<file path="src/rtl/dma_arb_pkg.sv">
package dma_arb_pkg;
  typedef enum logic {
    ARB_FIXED = 1'b0,
    ARB_RR    = 1'b1
  } arb_mode_e;
endpackage

</file>
<file path="src/rtl/dma_arb_grp_max.sv">
// Finds the strongest requester inside one group; ties go to the higher index.
module dma_arb_grp_max #(
  parameter int GRP_SIZE = 16,
  parameter int PRIO_W   = 4,
  localparam int GW      = $clog2(GRP_SIZE)
) (
  input  logic [GRP_SIZE-1:0]        req_i,
  input  logic [GRP_SIZE*PRIO_W-1:0] prio_i,
  output logic                       hit_o,
  output logic [GW-1:0]              idx_o
);
  logic [PRIO_W-1:0] best;

  always_comb begin
    hit_o = 1'b0;
    idx_o = '0;
    best  = '0;
    for (int i = 0; i < GRP_SIZE; i++) begin
      // ascending scan with >= lets a later (higher) index win a tie
      if (req_i[i] && (!hit_o || prio_i[i*PRIO_W +: PRIO_W] >= best)) begin
        hit_o = 1'b1;
        idx_o = GW'(i);
        best  = prio_i[i*PRIO_W +: PRIO_W];
      end
    end
  end
endmodule

</file>
<file path="src/rtl/dma_arb_fixed.sv">
// Fixed-priority selection across two channel groups.
module dma_arb_fixed #(
  parameter int NUM_CH  = 32,
  parameter int PRIO_W  = 4,
  localparam int CH_W   = $clog2(NUM_CH),
  localparam int GRP_SZ = NUM_CH / 2,
  localparam int GW     = CH_W - 1
) (
  input  logic [NUM_CH-1:0]        req_i,
  input  logic [NUM_CH*PRIO_W-1:0] prio_i,
  input  logic                     grp_first_i,
  output logic                     hit_o,
  output logic [CH_W-1:0]          chan_o
);
  logic [1:0]    ghit;
  logic [GW-1:0] gidx [2];
  logic          sel;

  for (genvar g = 0; g < 2; g++) begin : g_grp
    dma_arb_grp_max #(
      .GRP_SIZE (GRP_SZ),
      .PRIO_W   (PRIO_W)
    ) u_max (
      .req_i  (req_i[g*GRP_SZ +: GRP_SZ]),
      .prio_i (prio_i[g*GRP_SZ*PRIO_W +: GRP_SZ*PRIO_W]),
      .hit_o  (ghit[g]),
      .idx_o  (gidx[g])
    );
  end

  always_comb begin
    sel = grp_first_i;
    if (!ghit[sel]) sel = ~grp_first_i;
    hit_o  = |ghit;
    chan_o = {sel, gidx[sel]};
  end
endmodule

</file>
<file path="src/rtl/dma_arb_rr.sv">
// Descending scan from a start index, wrapping below zero to the top channel.
module dma_arb_rr #(
  parameter int NUM_CH = 32,
  localparam int CH_W  = $clog2(NUM_CH)
) (
  input  logic [NUM_CH-1:0] req_i,
  input  logic [CH_W-1:0]   start_i,
  output logic              hit_o,
  output logic [CH_W-1:0]   chan_o
);
  logic [CH_W-1:0] cand;

  always_comb begin
    hit_o  = 1'b0;
    chan_o = '0;
    cand   = '0;
    for (int k = 0; k < NUM_CH; k++) begin
      cand = start_i - CH_W'(k);
      if (!hit_o && req_i[cand]) begin
        hit_o  = 1'b1;
        chan_o = cand;
      end
    end
  end
endmodule

</file>
<file path="src/rtl/dma_arb_out.sv">
// Grant register with valid/ready hold and the round-robin pointer.
module dma_arb_out #(
  parameter int CH_W = 5
) (
  input  logic            clk,
  input  logic            rst_n,
  input  logic            cand_hit_i,
  input  logic [CH_W-1:0] cand_chan_i,
  input  logic            cand_rr_i,
  input  logic            ready_i,
  output logic            valid_o,
  output logic [CH_W-1:0] chan_o,
  output logic            rr_q_o,
  output logic [CH_W-1:0] ptr_q_o,
  output logic [CH_W-1:0] ptr_eff_o
);
  logic take;
  logic load;

  assign take      = valid_o && ready_i;
  assign load      = !valid_o || ready_i;
  assign ptr_eff_o = (take && rr_q_o) ? chan_o - 1'b1 : ptr_q_o;

  always_ff @(posedge clk or negedge rst_n) begin
    if (!rst_n) begin
      valid_o <= 1'b0;
      chan_o  <= '0;
      rr_q_o  <= 1'b0;
      ptr_q_o <= '1;
    end else begin
      ptr_q_o <= ptr_eff_o;
      if (load) begin
        valid_o <= cand_hit_i;
        rr_q_o  <= cand_rr_i;
        if (cand_hit_i) chan_o <= cand_chan_i;
      end
    end
  end
endmodule

</file>
<file path="src/rtl/dma_req_arbiter.sv">
module dma_req_arbiter
  import dma_arb_pkg::*;
#(
  parameter int NUM_CH = 32,
  parameter int PRIO_W = 4,
  localparam int CH_W  = $clog2(NUM_CH)
) (
  input  logic                     clk,
  input  logic                     rst_n,
  input  logic [NUM_CH-1:0]        req_i,
  input  logic [NUM_CH*PRIO_W-1:0] prio_i,
  input  logic                     rr_mode_i,
  input  logic                     grp_first_i,
  output logic                     gnt_valid_o,
  input  logic                     gnt_ready_i,
  output logic [CH_W-1:0]          gnt_chan_o
);
  arb_mode_e       mode;
  logic            fx_hit, rr_hit, cand_hit;
  logic [CH_W-1:0] fx_chan, rr_chan, cand_chan;
  logic [CH_W-1:0] rr_ptr, ptr_eff;
  logic            gnt_rr;

  assign mode = arb_mode_e'(rr_mode_i);

  dma_arb_fixed #(.NUM_CH(NUM_CH), .PRIO_W(PRIO_W)) u_fixed (
    .req_i       (req_i),
    .prio_i      (prio_i),
    .grp_first_i (grp_first_i),
    .hit_o       (fx_hit),
    .chan_o      (fx_chan)
  );

  dma_arb_rr #(.NUM_CH(NUM_CH)) u_rr (
    .req_i   (req_i),
    .start_i (ptr_eff),
    .hit_o   (rr_hit),
    .chan_o  (rr_chan)
  );

  always_comb begin
    if (mode == ARB_RR) begin
      cand_hit  = rr_hit;
      cand_chan = rr_chan;
    end else begin
      cand_hit  = fx_hit;
      cand_chan = fx_chan;
    end
  end

  dma_arb_out #(.CH_W(CH_W)) u_out (
    .clk         (clk),
    .rst_n       (rst_n),
    .cand_hit_i  (cand_hit),
    .cand_chan_i (cand_chan),
    .cand_rr_i   (mode == ARB_RR),
    .ready_i     (gnt_ready_i),
    .valid_o     (gnt_valid_o),
    .chan_o      (gnt_chan_o),
    .rr_q_o      (gnt_rr),
    .ptr_q_o     (rr_ptr),
    .ptr_eff_o   (ptr_eff)
  );
endmodule

</file>
<file path="config.mk">
export PLATFORM = sky130hd
export DESIGN_NAME = dma_req_arbiter
export DESIGN_NICKNAME = d
export VERILOG_FILES = /design/src/rtl/dma_arb_pkg.sv /design/src/rtl/dma_arb_grp_max.sv /design/src/rtl/dma_arb_fixed.sv /design/src/rtl/dma_arb_rr.sv /design/src/rtl/dma_arb_out.sv /design/src/rtl/dma_req_arbiter.sv
export SDC_FILE = /design/constraint.sdc
export NUM_CORES = 1
export LEC_CHECK = 0
export ABC_CLOCK_PERIOD_IN_PS = 7300
export BUFFER_PORTS_ARGS = -buffer_cell sky130_fd_sc_hd__buf_2
export CORE_MARGIN = 2
export CORE_UTILIZATION = 25
export DETAILED_ROUTE_END_ITERATION = 8
export HOLD_SLACK_MARGIN = 0.08
export PLACE_DENSITY = 0.44
export SYNTH_ARGS = -nofsm -noshare
export SYNTH_HDL_FRONTEND = slang
export SYNTH_SLANG_ARGS = --single-unit
</file>
<file path="constraint.sdc">
create_clock -name clk -period 7.3 [get_ports clk]
set_input_delay 0.73 -clock clk [delete_from_list [all_inputs] [get_ports clk]]
set_output_delay 0.73 -clock clk [all_outputs]
set_load 0.005 [all_outputs]
</file>
==> out/metrics.cfg, run 1 <==
[worst_setup_path]
cpMostUsedCell=a21o_1
crit_type=input pin to flip-flop
cp.arrival_ns=20.83
start_kind=input pin
critPathTopFamily=compound AO/OA/AOI/OAI gates
slowest_delay_ns=0.43
end_kind=flip-flop
critPathMaxFanout=8
cpMaxStageDelayCell=or4_4
r2r_start=u_out.chan_o[0]
crit_path_start=prio_i[64]
worstPathRequired_ns=7.43
worst-path-buf-inv=5

[global_routing]
first_global_vias=14300
grt_max_degree=48
grt.overflow.total=0
antenna_found_initial=3
grt_pass1_wl_um=79900
grt_usage=0.200

[clocking]
htreeDepth=1
clkSinkCount=12
clk_pin_slew_worst_paths_ns=0.05
clockRootBuffer=clkbuf_16
tritoncts=yes
cts_buffer_depth=2
clk_latency_ns=0.24
cts_made_buffers=3
cts_hold_buf=0

[place]
dp_slack_ns=-14.50
port_buffers=170
dpl.hpwl_um=43000
gp_congestion=0.974

[hold_path]
min_path_type=input pin to asynchronous set/reset pin

[logic_synthesis]
syn-cell-area_um2=11800
yosysWarnings=0
synth_cell_types=99
async_flop_share=1.00
synth-seq-cells=12
netlist_instances=1606
syn-num-nets=1889
syn_area_per_cell_um2=7.34
synth_ff_type=dfrtp_1
yosysSeqAreaShare=0.0260
synth_edf_count=0

[final_layout]
final_common_cell=buf_4
nets=2426
area_delta_synth_final_pct=47.9
layout_common_cells=buf_4, buf_2, mux2i_1
fillers=4895
drive_above_1_share=0.403

[floorplanning]
die_area_um2=48900
io_pins=171
dieWidth_um=221
start_util=0.253
placementRows=79
coreArea_um2=46600
die_height_um=221

[timing]
finalCriticalPeriod_ns=20.70
finalSetupViolCount=4
slew_viol_final=0
hold_viol_final=0
clock_skew_ns=0.00297
fin_crit_sh=2.84
whs_ns=0.378
fmax_mhz=48.3
slew_headroom=0.298
setup_slack_ns=-13.40
tightestPinTransition_ns=1.05
grt_setup_unrepaired=true

[run_status]
status=complete, but fails checks
violations=negative setup slack

[route]
drtPass1Iterations=6
wl_per_cell_um=18.8
drc_errors=0
vias=14700
drt-vias-per-instance=5.34
final_antenna_net_count=0
drt_iter0_markers=803
routed_wl_um=51700

[flow_run]
cap_viol_max_count=0

[final cells by class]
| cell class | instances | area (µm²) | share of cell area |
|---|---|---|---|
| Inverter | 117 | 442 | 0.0253 |
| Clock buffer | 4 | 78.8 | 0.00452 |
| Timing Repair Buffer | 616 | 4240 | 0.243 |
| Tap cell | 607 | 759 | 0.0435 |
| Sequential cell | 12 | 307 | 0.0176 |
| Multi-Input combinational cell | 1393 | 11600 | 0.665 |
| Antenna cell | 3 | 7.51 | 0.000430 |
[sequential cells by signal, indices dropped and copies added, names as in the netlist]
signal         flops
u_out.chan_o       5
u_out.ptr_q_o      5
u_out.rr_q_o       1
u_out.valid_o      1
[kinds of logic after synthesis]
family                     count (synthesis)  share of synthesized area
adders and majority gates                119                      0.126
AOI/OAI and AO/OA                        491                      0.291
xor gates and xnor gates                  35                     0.0282
buffers and inverters                    201                     0.0681
muxes                                    236                      0.237
DFF                                       12                     0.0260
and+or+nand+nor                          512                      0.224
[final timing paths]
| path | end | slack (ns) | cells after the start |
|---|---|---|---|
| worst max register to register | u_out.chan_o[4] | 1.05 | 22 |
| worst max-delay path | u_out.chan_o[2] | -13.40 | 115 |
| worst min-delay path | u_out.chan_o[1] | 0.38 | 1 |
| min in group clk | u_out.ptr_q_o[1] | 0.60 | 2 |
| max in group asynchronous | u_out.ptr_q_o[4] | 6.63 | 1 |
| worst min register to register | u_out.ptr_q_o[1] | 0.60 | 2 |
[synthesized netlist by cell type, types with 10 or more instances]
| cell | n | area, µm² |
|---|---|---|
| mux4_2 | 30 | 676 |
| nand2b_1 | 57 | 357 |
| clkbuf_1 | 60 | 225 |
| a21boi_0 | 11 | 82.6 |
| or2_2 | 11 | 68.8 |
| o21a_1 | 16 | 120 |
| mux2_2 | 36 | 405 |
| inv_1 | 110 | 413 |
| and3_1 | 12 | 75.1 |
| buf_2 | 13 | 65.1 |
| nor3_1 | 46 | 230 |
| nand3_1 | 43 | 215 |
| nor2_1 | 104 | 390 |
| a21o_1 | 45 | 338 |
| and2_1 | 27 | 169 |
| o21ai_0 | 61 | 305 |
| a211oi_1 | 42 | 315 |
| nand2_1 | 130 | 488 |
| nor4_1 | 16 | 100 |
| o31ai_1 | 15 | 113 |
| mux2i_1 | 168 | 1680 |
| o211ai_1 | 23 | 173 |
| o21bai_1 | 10 | 75.1 |
| a21oi_1 | 112 | 561 |
| xnor2_1 | 30 | 263 |
| a31oi_1 | 24 | 150 |
| a2111oi_0 | 12 | 105 |
| ha_1 | 118 | 1480 |
| nand4_1 | 15 | 93.8 |
[what timing repair did]
action | CTS | global route
gates resized for setup | 34 | 59
buffers inserted | 37 | 24
gates cloned | 0 | 0
pin swaps | 52 | 69
setup endpoints to repair | 4 | 4
[metrics by stage]
stage          instances  TNS, ns   util  instance area, µm²
3_3_place_gp        2685   -56.73  0.353               16400
4_1_cts             2726   -53.39  0.365               17000
3_5_place_dp        2685   -56.86  0.353               16400
5_1_grt             2751   -57.32  0.375               17400
6_report            2752   -52.76  0.375               17400
2_1_floorplan       1606   -52.43      -               12300
[layer usage]
metal	global-route usage	vias up	share of wire	wire [µm]
met5	0	-	0	0
met4	0.0608	0	0.034	1770
met3	0.0158	87	0.049	2550
met2	0.342	416	0.47	24400
met1	0.266	7000	0.44	23000
li1	-	7196	-	-
Power of run 1 is not shown: default switching activity piles up to over one toggle a cycle in this logic, so the estimate is an artifact.
==> inputs of run 2 (changes only) <==
CAP_MARGIN = 15   (was unset)
CTS_CLUSTER_SIZE = 20   (was unset)
SYNTH_HIERARCHICAL = 1   (was unset)
==> run 2 against run 1 <==
Against the previous run:
- the run still ends with negative setup slack left
- setup slack gained 0.26 ns
- non-clock buffer count grew 29
- clock skew grew 0.00080 ns
- critical endpoint is now u_out/chan_o[2]
- maximum frequency grew 1.3%
- critical path type unchanged
- clock-buffer cell count is the same
==> out/metrics.cfg, run 2 <==
[run_status]
status=complete, but fails checks  ; unchanged
violations=negative setup slack  ; unchanged

[clocking]
clk_pin_slew_worst_paths_ns=0.05  ; about the same
clockRootBuffer=clkbuf_16  ; unchanged
htreeDepth=1  ; unchanged
cts_made_buffers=3  ; unchanged
clk_latency_ns=0.24  ; about the same
cts_buffer_depth=2  ; unchanged
tritoncts=yes  ; unchanged
clkSinkCount=12  ; unchanged
cts_hold_buf=0  ; unchanged

[global_routing]
grt_pass1_wl_um=82700  ; was 79,900 µm
grt_max_degree=47  ; was 48
grt.overflow.total=0  ; unchanged
first_global_vias=14700  ; was 14,300
grt_usage=0.203  ; was 0.200
antenna_found_initial=11  ; was 3

[floorplanning]
coreArea_um2=47900  ; was 46,600 µm²
die_area_um2=50600  ; was 48,900 µm²
dieWidth_um=225  ; was 221 µm
start_util=0.255  ; was 0.253
io_pins=171  ; unchanged
placementRows=80  ; was 79
die_height_um=225  ; was 221 µm

[timing]
hold_viol_final=0  ; unchanged
slew_viol_final=0  ; unchanged
finalSetupViolCount=4  ; unchanged
setup_slack_ns=-13.14  ; was -13.40 ns
fin_crit_sh=2.80  ; was 2.84
slew_headroom=0.190  ; was 0.298
grt_setup_unrepaired=true  ; unchanged
tightestPinTransition_ns=1.21  ; was 1.05 ns
finalCriticalPeriod_ns=20.44  ; was 20.70 ns
fmax_mhz=48.9  ; was 48.3 MHz
clock_skew_ns=0.00377  ; was 0.00297 ns

[worst_setup_path]
cpMaxStageDelayCell=or3_4  ; was or4_4
slowest_delay_ns=0.40  ; was 0.43 ns
crit_path_start=req_i[16]  ; was prio_i[64]
cp.arrival_ns=20.57  ; was 20.83 ns
end_kind=flip-flop  ; unchanged
start_kind=input pin  ; unchanged
cpMostUsedCell=nand2b_4  ; was a21o_1
critPathMaxFanout=7  ; was 8
crit_type=input pin to flip-flop  ; unchanged
r2r_start=u_out/chan_o[0]  ; was u_out.chan_o[0]
worstPathRequired_ns=7.42  ; was 7.43 ns

[route]
drc_errors=0  ; unchanged
drt-vias-per-instance=5.42  ; was 5.34
drtPass1Iterations=5  ; was 6
drt_iter0_markers=781  ; was 803
wl_per_cell_um=19.7  ; was 18.8 µm
routed_wl_um=53200  ; was 51,700 µm
vias=14700  ; about the same
final_antenna_net_count=0  ; unchanged

[final_layout]
layout_common_cells=buf_4, buf_2, nand2_1  ; was buf_4, buf_2, mux2i_1
nets=2372  ; was 2,426
drive_above_1_share=0.504  ; was 0.403
fillers=4849  ; was 4,895
final_cell_area_um2=18700  ; was 17,400 µm²
reg_top3=u_out/chan_o: 5 flops, u_out/ptr_q_o: 5 flops  ; was u_out.chan_o: 5 flops, u_out.ptr_q_o: 5 flops
area_delta_synth_final_pct=52.9  ; was 47.9%
final_common_cell=buf_4  ; unchanged

[flow_run]
cap_viol_max_count=0  ; unchanged

[place]
dpl_cell_area_um2=17200  ; was 16,400 µm²
port_buffers=170  ; unchanged
gp_congestion=0.924  ; was 0.974
dpl.hpwl_um=44200  ; was 43,000 µm

[logic_synthesis]
synthTopCellsByCount=nand2_1, ha_1, nor2_1  ; was mux2i_1, nand2_1, ha_1
async_flop_share=1.00  ; unchanged
synth_ff_type=dfrtp_1  ; unchanged
yosys.area.top_type_share=0.129  ; was 0.143
synth_most_common_cell=nand2_1  ; was mux2i_1
synth_top_cells_by_area=mux4_2, ha_1, mux2i_1  ; was mux2i_1, ha_1, mux4_2
synth_cell_types=119  ; was 99
yosysSeqAreaShare=0.0251  ; was 0.0260
syn-num-nets=1778  ; was 1,889
synth-seq-cells=12  ; unchanged
syn_area_per_cell_um2=8.16  ; was 7.34 µm²
netlist_instances=1495  ; was 1,606
synth_edf_count=0  ; unchanged
yosysWarnings=6  ; was 0
yosys.area.top_type=mux4_2  ; was mux2i_1
syn-cell-area_um2=12200  ; was 11,800 µm²

[hold_path]
min_path_type=input pin to asynchronous set/reset pin  ; unchanged

run 2: metrics by stage:
| stage | TNS [ns] | hold WS [ns] | util | cells | setup slack, ns |
|---|---|---|---|---|---|
| 6_report | -52.33 | 0.371 | 0.389 | 2705 | -13.14 |
| 5_1_grt | -55.80 | 0.386 | 0.389 | 2704 | -13.99 |
| 4_1_cts | -52.49 | 0.381 | 0.370 | 2670 | -13.18 |
| 3_5_place_dp | -55.50 | 0.521 | 0.360 | 2644 | -13.95 |
| 3_3_place_gp | -54.97 | 0.517 | 0.360 | 2644 | -13.82 |
| 2_1_floorplan | -50.45 | 0.434 | - | 1495 | -12.66 |
run 2: layout make-up:
cell class                 instances  area (µm²)  share of cell area
clock buffer                       4        88.8             0.00476
timing repair buffer             645        4470               0.239
antenna                            2        5.00            0.000268
tap                              615         769              0.0412
sequential                        12         307              0.0164
multi-input combinational       1348       12700               0.682
inverter                          79         298              0.0160
run 2: worst paths after layout:
kind                                    end  slack [ns]  cells past startpoint
setup / recovery            u_out/chan_o[2]      -13.14                    111
hold / removal              u_out/chan_o[1]        0.37                      1
setup reg to reg            u_out/chan_o[2]        0.64                     21
hold reg to reg                u_out/rr_q_o        0.53                      1
max in group asynchronous  u_out/ptr_q_o[4]        6.65                      1
min in group clk               u_out/rr_q_o        0.53                      1
run 2: metal layers:
metal | wire length [µm] | track usage | vias to the layer above
met5 | 98 | 0 | -
li1 | - | - | 7025
met1 | 23900 | 0.272 | 7090
met2 | 25100 | 0.346 | 431
met3 | 2670 | 0.0248 | 92
met4 | 1430 | 0.0491 | 16
run 2: cells by family (layout without fill, tap and decap cells):
kind of cell / Yosys count / count (layout) / synth area share
xor+xnor: 33 / 33 / 0.0237
buf+inv: 136 / 728 / 0.0535
mux: 208 / 208 / 0.264
flops: 12 / 12 / 0.0251
simple gates: 514 / 514 / 0.226
fa+ha+maj: 118 / 118 / 0.121
compound gates: 474 / 475 / 0.287
other cells: 0 / 2 / 0
run 2: critical path, delay by kind of cell:
family / cells / cell delay (ns)
AOI/OAI and AO/OA: 50 / 8.69
buffers and inverters: 4 / 0.39
adders and majority gates: 15 / 3.73
muxes: 9 / 2.71
and+or+nand+nor: 33 / 4.26
run 2: repair_timing:
action,in CTS,in global routing
resized for setup,50,131
cloned,0,1
pin swaps,47,134
buffers inserted,22,32
setup endpoints to repair,4,4
Power of run 2 is left out for the same reason.
==> inputs of run 3 (changes only) <==
ABC_AREA = 1   (was unset)
PLACE_DENSITY = 0.45   (was 0.44)
==> run 3 against run 2 <==
Against the previous run:
- critical endpoint is now u_out/chan_o[0]
- synthesized area shrank 18%
- critical path type unchanged
- the run still ends with negative setup slack left
- clock-buffer cell count is the same
- highest routed layer unchanged
- final area shrank 24%
- hold slack lost 0.015 ns
==> out/metrics.cfg, run 3 <==
[worst_setup_path]
r2r_start=u_out/valid_o  ; was u_out/chan_o[0]
crit_path_start=prio_i[64]  ; was req_i[16]
start_kind=input pin  ; unchanged
crit_type=input pin to flip-flop  ; unchanged
cpMaxStageDelayCell=ha_1  ; was or3_4
cpMostUsedCell=nand2_2  ; was nand2b_4
cp.arrival_ns=16.41  ; was 20.57 ns
worstPathRequired_ns=7.42  ; about the same
critPathMaxFanout=8  ; was 7
critPathTopFamily=simple AND/OR/NAND/NOR gates  ; was compound AO/OA/AOI/OAI gates
slowest_delay_ns=0.32  ; was 0.40 ns
end_kind=flip-flop  ; unchanged
worst-path-buf-inv=16  ; was 4

[clocking]
cts_made_buffers=3  ; unchanged
clk_pin_slew_worst_paths_ns=0.04  ; was 0.05 ns
cts_hold_buf=0  ; unchanged
cts_buffer_depth=2  ; unchanged
tritoncts=yes  ; unchanged
clk_latency_ns=0.24  ; about the same
htreeDepth=1  ; unchanged
clockRootBuffer=clkbuf_16  ; unchanged
clkSinkCount=12  ; unchanged

[logic_synthesis]
synth_top_cells_by_area=nand2_1, ha_1, nand3_1  ; was mux4_2, ha_1, mux2i_1
synth_most_common_cell=nand2_1  ; unchanged
yosys.area.top_type_share=0.178  ; was 0.129
synthTopCellsByCount=nand2_1, nand3_1, inv_1  ; was nand2_1, ha_1, nor2_1
synth_edf_count=0  ; unchanged
async_flop_share=1.00  ; unchanged
synth_cell_types=57  ; was 119
synth-seq-cells=12  ; unchanged
syn-cell-area_um2=10000  ; was 12,200 µm²
synthMuxAreaShare=0.00100  ; was 0.264
netlist_instances=1765  ; was 1,495
synth_compound_area_frac=0.122  ; was 0.287
yosys.area_share.adder=0.148  ; was 0.121
synth_ff_type=dfrtp_1  ; unchanged
syn_area_per_cell_um2=5.67  ; was 8.16 µm²
yosysWarnings=6  ; unchanged
synth_xor_area_frac=0.0225  ; was 0.0237
syn-num-nets=2048  ; was 1,778
yosys.area.top_type=nand2_1  ; was mux4_2
yosysSeqAreaShare=0.0306  ; was 0.0251
synthSimpleGateAreaFrac=0.556  ; was 0.226
synth_top_family_by_area=simple AND/OR/NAND/NOR gates  ; was compound AO/OA/AOI/OAI gates

[route]
drt_iter0_markers=708  ; was 781
drc_errors=0  ; unchanged
drt-vias-per-instance=4.79  ; was 5.42
drtPass1Iterations=6  ; was 5
vias=13000  ; was 14,700
wl_per_cell_um=15.1  ; was 19.7 µm
final_antenna_net_count=0  ; unchanged
routed_wl_um=41000  ; was 53,200 µm

[timing]
finalSetupViolCount=6  ; was 4
fmax_mhz=61.4  ; was 48.9 MHz
slew_viol_final=0  ; unchanged
fin_crit_sh=2.23  ; was 2.80
final.setup.tns_ns=-53.54  ; was -52.33 ns
hold_viol_final=0  ; unchanged
setup_slack_ns=-8.99  ; was -13.14 ns
slew_headroom=0.342  ; was 0.190
clock_skew_ns=0.00164  ; was 0.00377 ns
tightestPinTransition_ns=0.982  ; was 1.21 ns
finalCriticalPeriod_ns=16.29  ; was 20.44 ns
grt_setup_unrepaired=true  ; unchanged

[global_routing]
grt_usage=0.193  ; was 0.203
grt.overflow.total=0  ; unchanged
grt_max_degree=35  ; was 47
first_global_vias=12400  ; was 14,700
grt_pass1_wl_um=64800  ; was 82,700 µm
antenna_found_initial=5  ; was 11

[flow_run]
cap_viol_max_count=0  ; unchanged

[final_layout]
nets=2468  ; was 2,372
layout_common_cells=nand2_1, nand3_1, buf_4  ; was buf_4, buf_2, nand2_1
area_delta_synth_final_pct=41.4  ; was 52.9%
final_common_cell=nand2_1  ; was buf_4
fin_util=0.357  ; was 0.389
instances_no_fill=2712  ; was 2,705
reg_top3=u_out/chan_o: 5 flops, u_out/ptr_q_o: 5 flops  ; unchanged
drive_above_1_share=0.356  ; was 0.504
final_cell_area_um2=14200  ; was 18,700 µm²

[place]
gp_congestion=0.958  ; was 0.924
dpl.hpwl_um=34700  ; was 44,200 µm
dpl_cell_area_um2=13200  ; was 17,200 µm²
placedCellCount=2675  ; was 2,644
port_buffers=170  ; unchanged

[hold_path]
min_path_type=input pin to asynchronous set/reset pin  ; unchanged

[floorplanning]
die_area_um2=41700  ; was 50,600 µm²
coreArea_um2=39600  ; was 47,900 µm²
placementRows=73  ; was 80
start_util=0.252  ; was 0.255
die_height_um=204  ; was 225 µm
io_pins=171  ; unchanged
dieWidth_um=204  ; was 225 µm

[run_status]
violations=negative setup slack  ; unchanged
status=complete, but fails checks  ; unchanged

==> run 3: changes by cell type after synthesis, sizes merged, moves of 59 or more <==
cell	previous run	this run
mux2i	82	1
nand2	158	556
inv	73	248
a21oi	88	29
nand3	44	312
mux4	77	0
==> run 3: per-stage QoR <==
stage,setup slack [ns],hold slack (ns)
5_1_grt,-10.54,0.376
3_3_place_gp,-9.83,0.500
4_1_cts,-8.97,0.363
2_1_floorplan,-8.29,0.434
3_5_place_dp,-10.08,0.501
6_report,-8.99,0.356
==> run 3: kinds of logic (layout without fill, tap and decap cells) <==
| kind of cell | Yosys count | after routing |
|---|---|---|
| other | 0 | 3 |
| adders and majority gates | 118 | 118 |
| muxes | 1 | 1 |
| buffers and inverters | 287 | 703 |
| and+or+nand+nor | 1114 | 1117 |
| xor gates and xnor gates | 18 | 18 |
| DFF | 12 | 12 |
| AOI/OAI and AO/OA | 215 | 215 |
==> run 3: area by class of cell <==
type                    instances  area [µm²]
fillers                      4557       25500
multi-input cells            1469        9170
repair buffers                449        2980
inverters                     250         943
well taps                     525         657
flip-flops and latches         12         307
clock buffers                   4        88.8
diodes                          3        7.51
==> run 3: final timing paths <==
path / endpoint / slack, ns / depth (start not counted)
hold / removal: u_out/chan_o[2] / 0.36 / 1
max in group asynchronous: u_out/ptr_q_o[4] / 6.68 / 1
setup / recovery: u_out/chan_o[0] / -8.99 / 148
hold reg to reg: u_out/rr_q_o / 0.51 / 2
setup reg to reg: u_out/chan_o[4] / 1.32 / 33
min in group clk: u_out/rr_q_o / 0.51 / 2
==> run 3: worst reg2reg max path, delay by kind of cell, from the launching register on <==
family                   cells  cell delay [ns]
AO/OA/AOI/OAI                2             0.66
flip-flops                   1             0.37
buffers and inverters        2             0.25
AND/OR/NAND/NOR             27             3.51
adder cells (fa/ha/maj)      1             0.30
XOR/XNOR                     1             0.77
==> run 3: repair_timing <==
item | CTS | global route
gates resized for setup | 94 | 78
gates cloned | 3 | 0
pin swaps | 98 | 151
endpoints found under the setup margin | 6 | 6
buffers inserted | 17 | 10
==> run 3: layer usage <==
metal  track usage  up-vias  part of all wire
li1              -     6692                 -
met1         0.256     5902              0.45
met2         0.332      356              0.47
met3        0.0295       50             0.067
met4        0.0373        4             0.018
met5             0        -           0.00066
Power of run 3 is left out for the same reason.
